$ cat config.mk
export PLATFORM = sky130hd
export DESIGN_NAME = dab_masked_gate_gen
export DESIGN_NICKNAME = d
export VERILOG_FILES = /design/src/rtl/dab_gate_pkg.sv /design/src/rtl/dab_period_timer.sv /design/src/rtl/dab_wave_shaper.sv /design/src/rtl/dab_dead_band.sv /design/src/rtl/dab_masked_gate_gen.sv
export SDC_FILE = /design/constraint.sdc
export NUM_CORES = 1
export LEC_CHECK = 0
export ABC_AREA = 1
export ABC_CLOCK_PERIOD_IN_PS = 7100
export CAP_MARGIN = 20
export CORE_MARGIN = 2
export CORE_UTILIZATION = 50
export CTS_BUF_LIST = sky130_fd_sc_hd__clkbuf_8
export DETAILED_ROUTE_END_ITERATION = 6
export HOLD_SLACK_MARGIN = 0.05
export PLACE_DENSITY = 0.68
export SETUP_SLACK_MARGIN = 0.5
export SLEW_MARGIN = 10
export SYNTH_ARGS = -nofsm -noshare
export SYNTH_HDL_FRONTEND = slang
export SYNTH_HIERARCHICAL = 1
export SYNTH_SLANG_ARGS = --single-unit
export TNS_END_PERCENT = 100
$ cat constraint.sdc
create_clock -name clk -period 7.1 [get_ports clk]
set_clock_uncertainty 0.1 [all_clocks]
set_input_delay 2.13 -clock clk [delete_from_list [all_inputs] [get_ports clk]]
set_output_delay 2.13 -clock clk [all_outputs]
set_load 0.05 [all_outputs]
$ cat src/rtl/dab_gate_pkg.sv
package dab_gate_pkg;

    typedef enum logic {
        MODE_BUCK  = 1'b0,
        MODE_BOOST = 1'b1
    } conv_mode_e;

    typedef enum logic {
        FLOW_FWD = 1'b0,
        FLOW_REV = 1'b1
    } flow_dir_e;

    typedef struct packed {
        logic hi;
        logic lo;
    } leg_drive_t;

    // Complementary leg request; a kill removes both sides.
    function automatic leg_drive_t leg_drive(input logic pol, input logic kill);
        leg_drive_t d;
        d.hi = pol & ~kill;
        d.lo = ~pol & ~kill;
        return d;
    endfunction

endpackage

$ cat src/rtl/dab_period_timer.sv
module dab_period_timer
    import dab_gate_pkg::*;
#(
    parameter int PERIOD = 5000,
    parameter int CW     = 13
) (
    input  logic          clk,
    input  logic          rst,
    input  logic          en,
    input  logic [CW-1:0] phi_in,
    input  logic [CW-1:0] bnd_in,
    input  logic          boost_in,
    input  logic          rev_in,
    output logic [CW-1:0] cnt,
    output logic [CW-1:0] phi_q,
    output logic [CW-1:0] bnd_q,
    output conv_mode_e    mode_q,
    output flow_dir_e     dir_q
);
    localparam logic [CW-1:0] HALF_C = CW'(PERIOD / 2);
    localparam logic [CW-1:0] LAST_C = CW'(PERIOD - 1);

    logic [CW-1:0] phi_lim;
    logic          load;

    assign phi_lim = (phi_in > HALF_C) ? HALF_C : phi_in;
    assign load    = ~en | (cnt == LAST_C);

    always_ff @(posedge clk) begin
        if (rst) begin
            cnt    <= '0;
            phi_q  <= '0;
            bnd_q  <= '0;
            mode_q <= MODE_BUCK;
            dir_q  <= FLOW_FWD;
        end else begin
            if (load) cnt <= '0;
            else      cnt <= cnt + 1'b1;
            if (load) begin
                phi_q  <= phi_lim;
                bnd_q  <= bnd_in;
                mode_q <= conv_mode_e'(boost_in);
                dir_q  <= flow_dir_e'(rev_in);
            end
        end
    end

    a_r2_count_range: assert property (@(posedge clk) disable iff (rst)
        cnt <= LAST_C);
    a_r2_wrap: assert property (@(posedge clk) disable iff (rst)
        (en && cnt == LAST_C) |=> (cnt == '0));
    a_r1_hold_zero: assert property (@(posedge clk) disable iff (rst)
        !en |=> (cnt == '0));
    a_r9_cfg_steady: assert property (@(posedge clk) disable iff (rst)
        (en && cnt != LAST_C) |=> ($stable(phi_q) && $stable(bnd_q) && $stable(mode_q) && $stable(dir_q)));
    a_r4_phi_clamped: assert property (@(posedge clk) disable iff (rst)
        phi_q <= HALF_C);

endmodule

$ cat src/rtl/dab_wave_shaper.sv
module dab_wave_shaper
    import dab_gate_pkg::*;
#(
    parameter int PERIOD = 5000,
    parameter int CW     = 13
) (
    input  logic             [CW-1:0] t,
    input  logic             [CW-1:0] phi,
    input  logic             [CW-1:0] bnd,
    input  conv_mode_e                mode,
    input  flow_dir_e                 dir,
    output leg_drive_t [3:0]          legs
);
    localparam logic [CW:0]   PER_X  = (CW+1)'(PERIOD);
    localparam logic [CW:0]   HALF_X = (CW+1)'(PERIOD / 2);
    localparam logic [CW-1:0] HALF_C = CW'(PERIOD / 2);

    logic [CW:0]   t_x, phi_x, sum_x, ts;
    logic [CW-1:0] r, bnd_lo;
    logic          prim_pol, sec_pol, buck_kill, boost_kill;

    always_comb begin
        t_x   = {1'b0, t};
        phi_x = {1'b0, phi};
        prim_pol = (t < HALF_C);
        r = prim_pol ? t : (t - HALF_C);

        if (dir == FLOW_REV) begin
            sum_x = t_x + phi_x;
            ts    = (sum_x >= PER_X) ? (sum_x - PER_X) : sum_x;
        end else begin
            sum_x = t_x + PER_X;
            ts    = (t_x >= phi_x) ? (t_x - phi_x) : (sum_x - phi_x);
        end
        sec_pol = (ts < HALF_X);

        bnd_lo     = (bnd > phi) ? bnd : phi;
        buck_kill  = (mode == MODE_BUCK) && (bnd < phi) && (r >= bnd) && (r < phi);
        boost_kill = (mode == MODE_BOOST) && (bnd < HALF_C) && (r >= bnd_lo);

        legs[0] = leg_drive(prim_pol, buck_kill);
        legs[1] = leg_drive(~prim_pol, buck_kill);
        legs[2] = leg_drive(sec_pol, boost_kill);
        legs[3] = leg_drive(~sec_pol, boost_kill);
    end

endmodule

$ cat src/rtl/dab_dead_band.sv
module dab_dead_band
    import dab_gate_pkg::*;
#(
    parameter int DEAD = 100
) (
    input  logic       clk,
    input  logic       rst,
    input  logic       en,
    input  leg_drive_t req,
    output leg_drive_t drv
);
    localparam int RW = $clog2(DEAD + 1);
    localparam logic [RW-1:0] DEAD_C = RW'(DEAD);

    logic [1:0] req_v, drv_v;

    assign req_v = {req.hi, req.lo};
    assign drv   = '{hi: drv_v[1], lo: drv_v[0]};

    for (genvar s = 0; s < 2; s++) begin : g_side
        logic [RW-1:0] run;
        always_ff @(posedge clk) begin
            if (rst || !en || !req_v[s]) begin
                run      <= '0;
                drv_v[s] <= 1'b0;
            end else begin
                drv_v[s] <= (run == DEAD_C);
                if (run != DEAD_C) run <= run + 1'b1;
            end
        end
    end

    a_r11_leg_exclusive: assert property (@(posedge clk) disable iff (rst)
        !(drv.hi && drv.lo));
    a_r10_rise_needs_req: assert property (@(posedge clk) disable iff (rst)
        $rose(drv.hi) |-> $past(req.hi));
    a_r10_drop_at_once: assert property (@(posedge clk) disable iff (rst)
        !req.lo |=> !drv.lo);

endmodule

$ cat src/rtl/dab_masked_gate_gen.sv
module dab_masked_gate_gen
    import dab_gate_pkg::*;
#(
    parameter  int PERIOD = 5000,
    parameter  int DEAD   = 100,
    localparam int CW     = $clog2(PERIOD)
) (
    input  logic          clk,
    input  logic          rst,
    input  logic          en,
    input  logic [CW-1:0] phi_cnt,
    input  logic [CW-1:0] bound_cnt,
    input  logic          boost_sel,
    input  logic          reverse_sel,
    output logic [7:0]    gate
);
    logic       [CW-1:0] t, phi_q, bnd_q;
    conv_mode_e          mode_q;
    flow_dir_e           dir_q;
    leg_drive_t [3:0]    req, drv;

    dab_period_timer #(.PERIOD(PERIOD), .CW(CW)) u_timer (
        .clk(clk), .rst(rst), .en(en),
        .phi_in(phi_cnt), .bnd_in(bound_cnt),
        .boost_in(boost_sel), .rev_in(reverse_sel),
        .cnt(t), .phi_q(phi_q), .bnd_q(bnd_q),
        .mode_q(mode_q), .dir_q(dir_q)
    );

    dab_wave_shaper #(.PERIOD(PERIOD), .CW(CW)) u_shaper (
        .t(t), .phi(phi_q), .bnd(bnd_q),
        .mode(mode_q), .dir(dir_q), .legs(req)
    );

    for (genvar k = 0; k < 4; k++) begin : g_leg
        dab_dead_band #(.DEAD(DEAD)) u_db (
            .clk(clk), .rst(rst), .en(en),
            .req(req[k]), .drv(drv[k])
        );
        assign gate[2*k]   = drv[k].hi;
        assign gate[2*k+1] = drv[k].lo;
    end

    a_r1_off_when_disabled: assert property (@(posedge clk) disable iff (rst)
        !en |=> (gate == 8'h00));
    a_r5_buck_spares_secondary: assert property (@(posedge clk) disable iff (rst)
        (mode_q == MODE_BUCK) |-> ((req[2].hi | req[2].lo) && (req[3].hi | req[3].lo)));
    a_r7_boost_spares_primary: assert property (@(posedge clk) disable iff (rst)
        (mode_q == MODE_BOOST) |-> ((req[0].hi | req[0].lo) && (req[1].hi | req[1].lo)));

endmodule

# After elaboration in Yosys (flattened, before gate mapping)
# Index checks and enable logic that the tools add are counted.
# Widths: inputs -> output; s select.
dict set report totals {
  reg_bits 105
  latchBits 0
  ram_bits 0
  romBits 0
  in_bits 31
  output_inout_bits 8
  word_cells 97
  memories 0
}
dict set report classes {
  add_sub_neg 15
  mul 0
  div 0
  n_lt_le_gt_ge 11
  eq_ne 17
  shift 0
  muxes 6
  bitwise 11
  n_reduce_logical 16
}
# op count
set ops {}
lappend ops {{$add 7x1->7 const B} 8}
lappend ops {{$eq 7x7->1 const B} 8}
lappend ops {{$ne 7x7->1 const B} 8}
lappend ops {{$mux 14} 3}
lappend ops {{$ge 13x13->1} 3}
lappend ops {{$mux 13} 3}
lappend ops {{$lt 13x12->1 const B} 2}
lappend ops {{$lt 13x13->1} 2}
lappend ops {{$add 13x13->14} 1}
lappend ops {{$add 13x13->14 const B} 1}
lappend ops {{$ge 14x13->1 const B} 1}
lappend ops {{$lt 14x12->1 const B} 1}
lappend ops {{$sub 13x13->14} 1}
lappend ops {{$sub 14x13->14} 1}
lappend ops {{$sub 14x13->14 const B} 1}
lappend ops {{$add 13x1->13 const B} 1}
lappend ops {{$eq 13x13->1 const B} 1}
lappend ops {{$gt 13x12->1 const B} 1}
lappend ops {{$gt 13x13->1} 1}
lappend ops {{$sub 13x12->13 const B} 1}
lappend ops {{$not 1->1} 6}
lappend ops {{$logic_and 1x1->1} 5}
lappend ops {{$logic_not 1->1} 5}
lappend ops {{$logic_or 1x1->1} 5}
lappend ops {{3 further kinds} 6}

# Logic depth before layout (Yosys ltp)
dict set report depth {
  depth_word 9
  depth_mapped 31
  ltp_nobuf 29
}

# Cells and area by module
# The synthesis kept the hierarchy.
# mod instances cells_each area_each_um2 seq_area_each_um2
set modules_own_cells {}
lappend modules_own_cells {dab_wave_shaper 1 777 4588.2 0.0}
lappend modules_own_cells {dab_dead_band 4 106 822.0 320.3}
lappend modules_own_cells {dab_period_timer 1 253 1819.2 820.8}

# Worst setup path after synthesis
# OpenSTA, ideal clock, no wires.
dict set report synth_timing {
  path_kind {flip-flop to flip-flop}
  start {reg u_timer.phi_q[2]}
  end {reg g_leg[3].u_db.g_side[0].run[3]}
  setup_ps 64
  t_arrival_ps 3965
  required_ps 6936
  slack_ps 2971
  path_stages_with_launch 31
  path_buffers 2
  period_less_slack_ps 4129
  cell_sequence {dfxtp_1 > inv_1 > ha_1 > a21oi_1 > o21ai_0 > a21oi_1 > nor2_1 > o21ai_0 > a31o_2 > a21oi_1 > o21ai_1 > clkbuf_1 > nand2_1 > o21ai_0 > ha_1 > a21oi_1 > o21ai_0 > a21oi_1 > nor2_1 > o21ai_0 > nand3_1 > a31oi_1 > o211ai_1 > nand4_1 > inv_1 > nor2_1 > buf_4 > nand3_1 > inv_1 > nand2_1 > nor2_1}
}
# element line_no
set synth_rtl {}
lappend synth_rtl {{start: declaration} dab_period_timer.sv:15} ;# output logic [CW-1:0] phi_q,
lappend synth_rtl {{start signal: assignment} dab_period_timer.sv:40} ;# phi_q <= phi_lim;
lappend synth_rtl {{end signal: assignment} dab_dead_band.sv:28} ;# if (run != DEAD_C) run <= run + 1'b1;
lappend synth_rtl {{end: declaration} dab_dead_band.sv:21} ;# logic [RW-1:0] run;

==> summary.md <==
| Metric | Value |
|---|---|
| Status | `finished, final reports clean` |
| Worst R2R Start | `u_timer/phi_q[2]$_SDFFE_PP0P_` |
| Via Count | `8993` |
| Synth unique cells | `52` |
| Reg2reg end | `g_leg[3].u_db/g_side[0].run[1]$_SDFFE_PP0P_` |
| Worst Setup SP | `u_timer/phi_q[2]$_SDFFE_PP0P_` |
| Pins Over Slew Limit | `0` |
| Dpl hpwl | `19350 um` |
| Sequential area share after synthesis | `21.68%` |
| Die width | `143.3 um` |
| Non-filler cells, final | `1744` |
| Worst slack at placement | `2542 ps` |
| Final setup violation count | `0` |
| CP endpoint | `g_leg[3].u_db/g_side[0].run[1]$_SDFFE_PP0P_` |
| Setup TNS | `0 ps` |
| Max FO, Critical Path | `24` |
| Inst Count DP | `1728` |
| Number of remaining DRC errors | `0` |
| Initial DRT Pass Iterations | `5` |
| Layout cell share with drive strength beyond 1 | `8.491%` |
| Gr ovfl total | `0` |
| Max stage delay on crit path | `420 ps` |
| Initial antenna violation count | `0` |
| Final Critical Period | `4693 ps` |
| Fin. Hold Viols | `0` |
| Post_cts resized | `0` |
| Area post-placement | `10210 um2` |
| Clk_lat worst skew | `390 ps` |
| CTS tree | `built` |
| Number of synthesized flops with an enable pin | `0` |
| Most common flop cell mapped by yosys | `dfxtp_1` |
| IO Pins | `39` |
| Fmax achieved | `213.1 MHz` |
| Diode count | `0` |
| P_leak | `4.990 nW` |
| Worst Path Required | `7340 ps` |
| Total global routing track utilization | `24.20%` |
| Share of the synthesized area in the top cell type | `21.68%` |
| Die footprint | `20520 um2` |
| Top cells by area, synth | `dfxtp_1 (22%), ha_1 (14%), nand2_1 (13%), inv_1 (7.7%), nand3_1 (7.3%)` |
| Tcrit/Tclk final | `66.10%` |
| Clock Tree Root | `clkbuf_8` |
| Clock buffer count from CTS | `9` |
| Die Ht | `143.3 um` |
| Yosys reg bits | `105` |
| H-tree depth | `3` |
| DR vias/cell | `5.157` |
| First-pass GRT wire length | `40280 um` |
| Post-DRT Antenna Nets | `0` |
| CP Launch Type | `register` |
| Peak VDD IR | `0.0001188 V` |
| Arrival time at the worst endpoint | `4930 ps` |
| Initial Util | `51.32%` |
| Count leader, synth | `nand2_1` |
| Post-route cell area | `10440 um2` |
| Nets | `1628` |
| Worst slew pin tran | `905.3 ps` |
| Core Rows | `50` |
| Max-slew headroom | `39.46%` |
| Hold_buf cts | `0` |
| Min-Delay Path Class | `register to register` |
| GPL Wtd Cong | `0.9815` |
| Flop2flop setup slack | `2410 ps` |
| RSZ-0062 raised after global routing | `no` |
| Worst Reg-to-Reg Cells | `29` |
| Power density over the cells | `130.9 nW/um2` |
| Post-layout util | `55.27%` |
| Yosys warning count | `6` |
| Area delta synth->final | `7.704%` |
| Final Worst Setup Slack | `2407 ps` |
| Slowest CP cell | `dfxtp_1` |
| Async SR Flop Fraction | `0%` |
| Clock buffer depth | `2` |
| Clk sinks | `105` |
| WL final | `23400 um` |
| Clock-pin slew on the worst setup and hold paths | `110 ps` |
| Crit path top cell by count | `o21ai_0` |
| Post-Syn Area | `9696 um2` |
| Setup CP Type | `register to register` |
| Syn Inst Count | `1454` |
| Number of global-route vias before repair | `8462` |
| Core footprint | `18890 um2` |
| Syn Nets | `1603` |
| Post-synth top area cell | `dfxtp_1` |
| Port bufs | `38` |
| CP endpoint kind | `register` |
| Largest net degree at the start of global routing | `28` |
| Most common library cells after synthesis | `nand2_1 (327), inv_1 (200), nor2_1 (156), nand3_1 (141), ha_1 (109)` |
| Syn_area_per_cell | `6.668 um2` |
| Starting DRC count in detailed routing | `648` |
| Setup Buffers After CTS | `0` |
| Number of max-cap violations | `0` |
| Wire per inst | `13.42 um` |
-- critical path: cells and delay by family, from the launching register on --
kind | cells | cell delay (ps)
buffers and inverters | 4 | 650
AO/OA/AOI/OAI | 13 | 1770
AND/OR/NAND/NOR | 10 | 1110
flip-flops | 1 | 420
adder cells (fa/ha/maj) | 2 | 610
-- where the power goes --
| group | internal (mW) | leakage (nW) | switching, mW |
|---|---|---|---|
| combinational | 0.114 | 4.02 | 0.200 |
| clock | 0.212 | 0.114 | 0.218 |
| sequential | 0.603 | 0.853 | 0.0200 |
-- routing by layer --
layer  track usage (%)  wire length, um  share of wire (%)  vias up
met5                 0                0                  0        -
met4             6.966              524                2.2        0
met3             4.125             1333                5.7       38
li1                  -                -                  -     4714
met2             38.81            10220                 44      234
met1             33.47            11330                 48     4007
-- stage by stage --
stage	power, mW	hold slack (ps)
final	1.367	408.8
after global routing	1.452	432.9
after CTS	1.375	409.2
after detailed placement	0.9438	391.4
after global placement	0.9410	383.6
after floorplan	0.8614	344.7
-- registers in the layout, summed over array words and instances (netlist names) --
name                   count
u_timer/bnd_q             13
g_leg.u_db/g_side.run     56
u_timer/phi_q             13
u_timer/cnt               13
g_leg.u_db/drv             8
u_timer/dir_q              1
u_timer/mode_q             1
-- placed cells by master, fill, tap and decap left out, drive strengths merged, types with 3 or more instances in the layout --
cell	Yosys	layout
nand2	357	357
inv	217	220
nor2	187	187
nand3	149	149
ha	109	109
dfxtp	105	105
a21oi	80	80
o21ai	60	60
clkdlybuf4s50	0	38
xor2	33	33
nand4	21	21
nor3	19	19
o21bai	18	18
nand3b	14	14
clkinv	11	11
xnor2	11	11
clkbuf	2	10
fa	9	9
a21o	4	4
a31oi	3	3
o211ai	3	3
-- cells by family after synthesis --
| family | after synthesis | synth area share [%] |
|---|---|---|
| AOI/OAI and AO/OA | 180 | 10.81 |
| xor gates and xnor gates | 44 | 3.975 |
| adders and majority gates | 118 | 15.92 |
| buffers and inverters | 253 | 10.92 |
| DFF | 105 | 21.68 |
| and+or+nand+nor | 754 | 36.69 |
-- worst min path at each step --
stage          cells after the start                                          end                                         from  slack, ps
2_1_floorplan                      1                    u_timer/cnt[0]$_SDFF_PP0_                    u_timer/cnt[0]$_SDFF_PP0_        340
5_1_grt                            2  g_leg[1].u_db/g_side[1].run[4]$_SDFFE_PP0P_  g_leg[1].u_db/g_side[1].run[4]$_SDFFE_PP0P_        430
3_3_place_gp                       2  g_leg[1].u_db/g_side[1].run[4]$_SDFFE_PP0P_  g_leg[1].u_db/g_side[1].run[4]$_SDFFE_PP0P_        380
3_5_place_dp                       2  g_leg[2].u_db/g_side[1].run[4]$_SDFFE_PP0P_  g_leg[2].u_db/g_side[1].run[4]$_SDFFE_PP0P_        390
6_report                           2  g_leg[2].u_db/g_side[1].run[4]$_SDFFE_PP0P_  g_leg[2].u_db/g_side[1].run[4]$_SDFFE_PP0P_        410
4_1_cts                            2  g_leg[1].u_db/g_side[1].run[4]$_SDFFE_PP0P_  g_leg[1].u_db/g_side[1].run[4]$_SDFFE_PP0P_        410
-- area by class of cell --
| cell class | count | area, um2 |
|---|---|---|
| clock buffer | 10 | 137.6 |
| clock inverter | 6 | 93.84 |
| fill | 1914 | 8451 |
| inverter | 228 | 860.8 |
| multi-input combinational | 1096 | 6535 |
| sequential | 105 | 2102 |
| tap | 260 | 325.3 |
| timing repair buffer | 39 | 387.9 |
(Power assumes the default switching activity.)
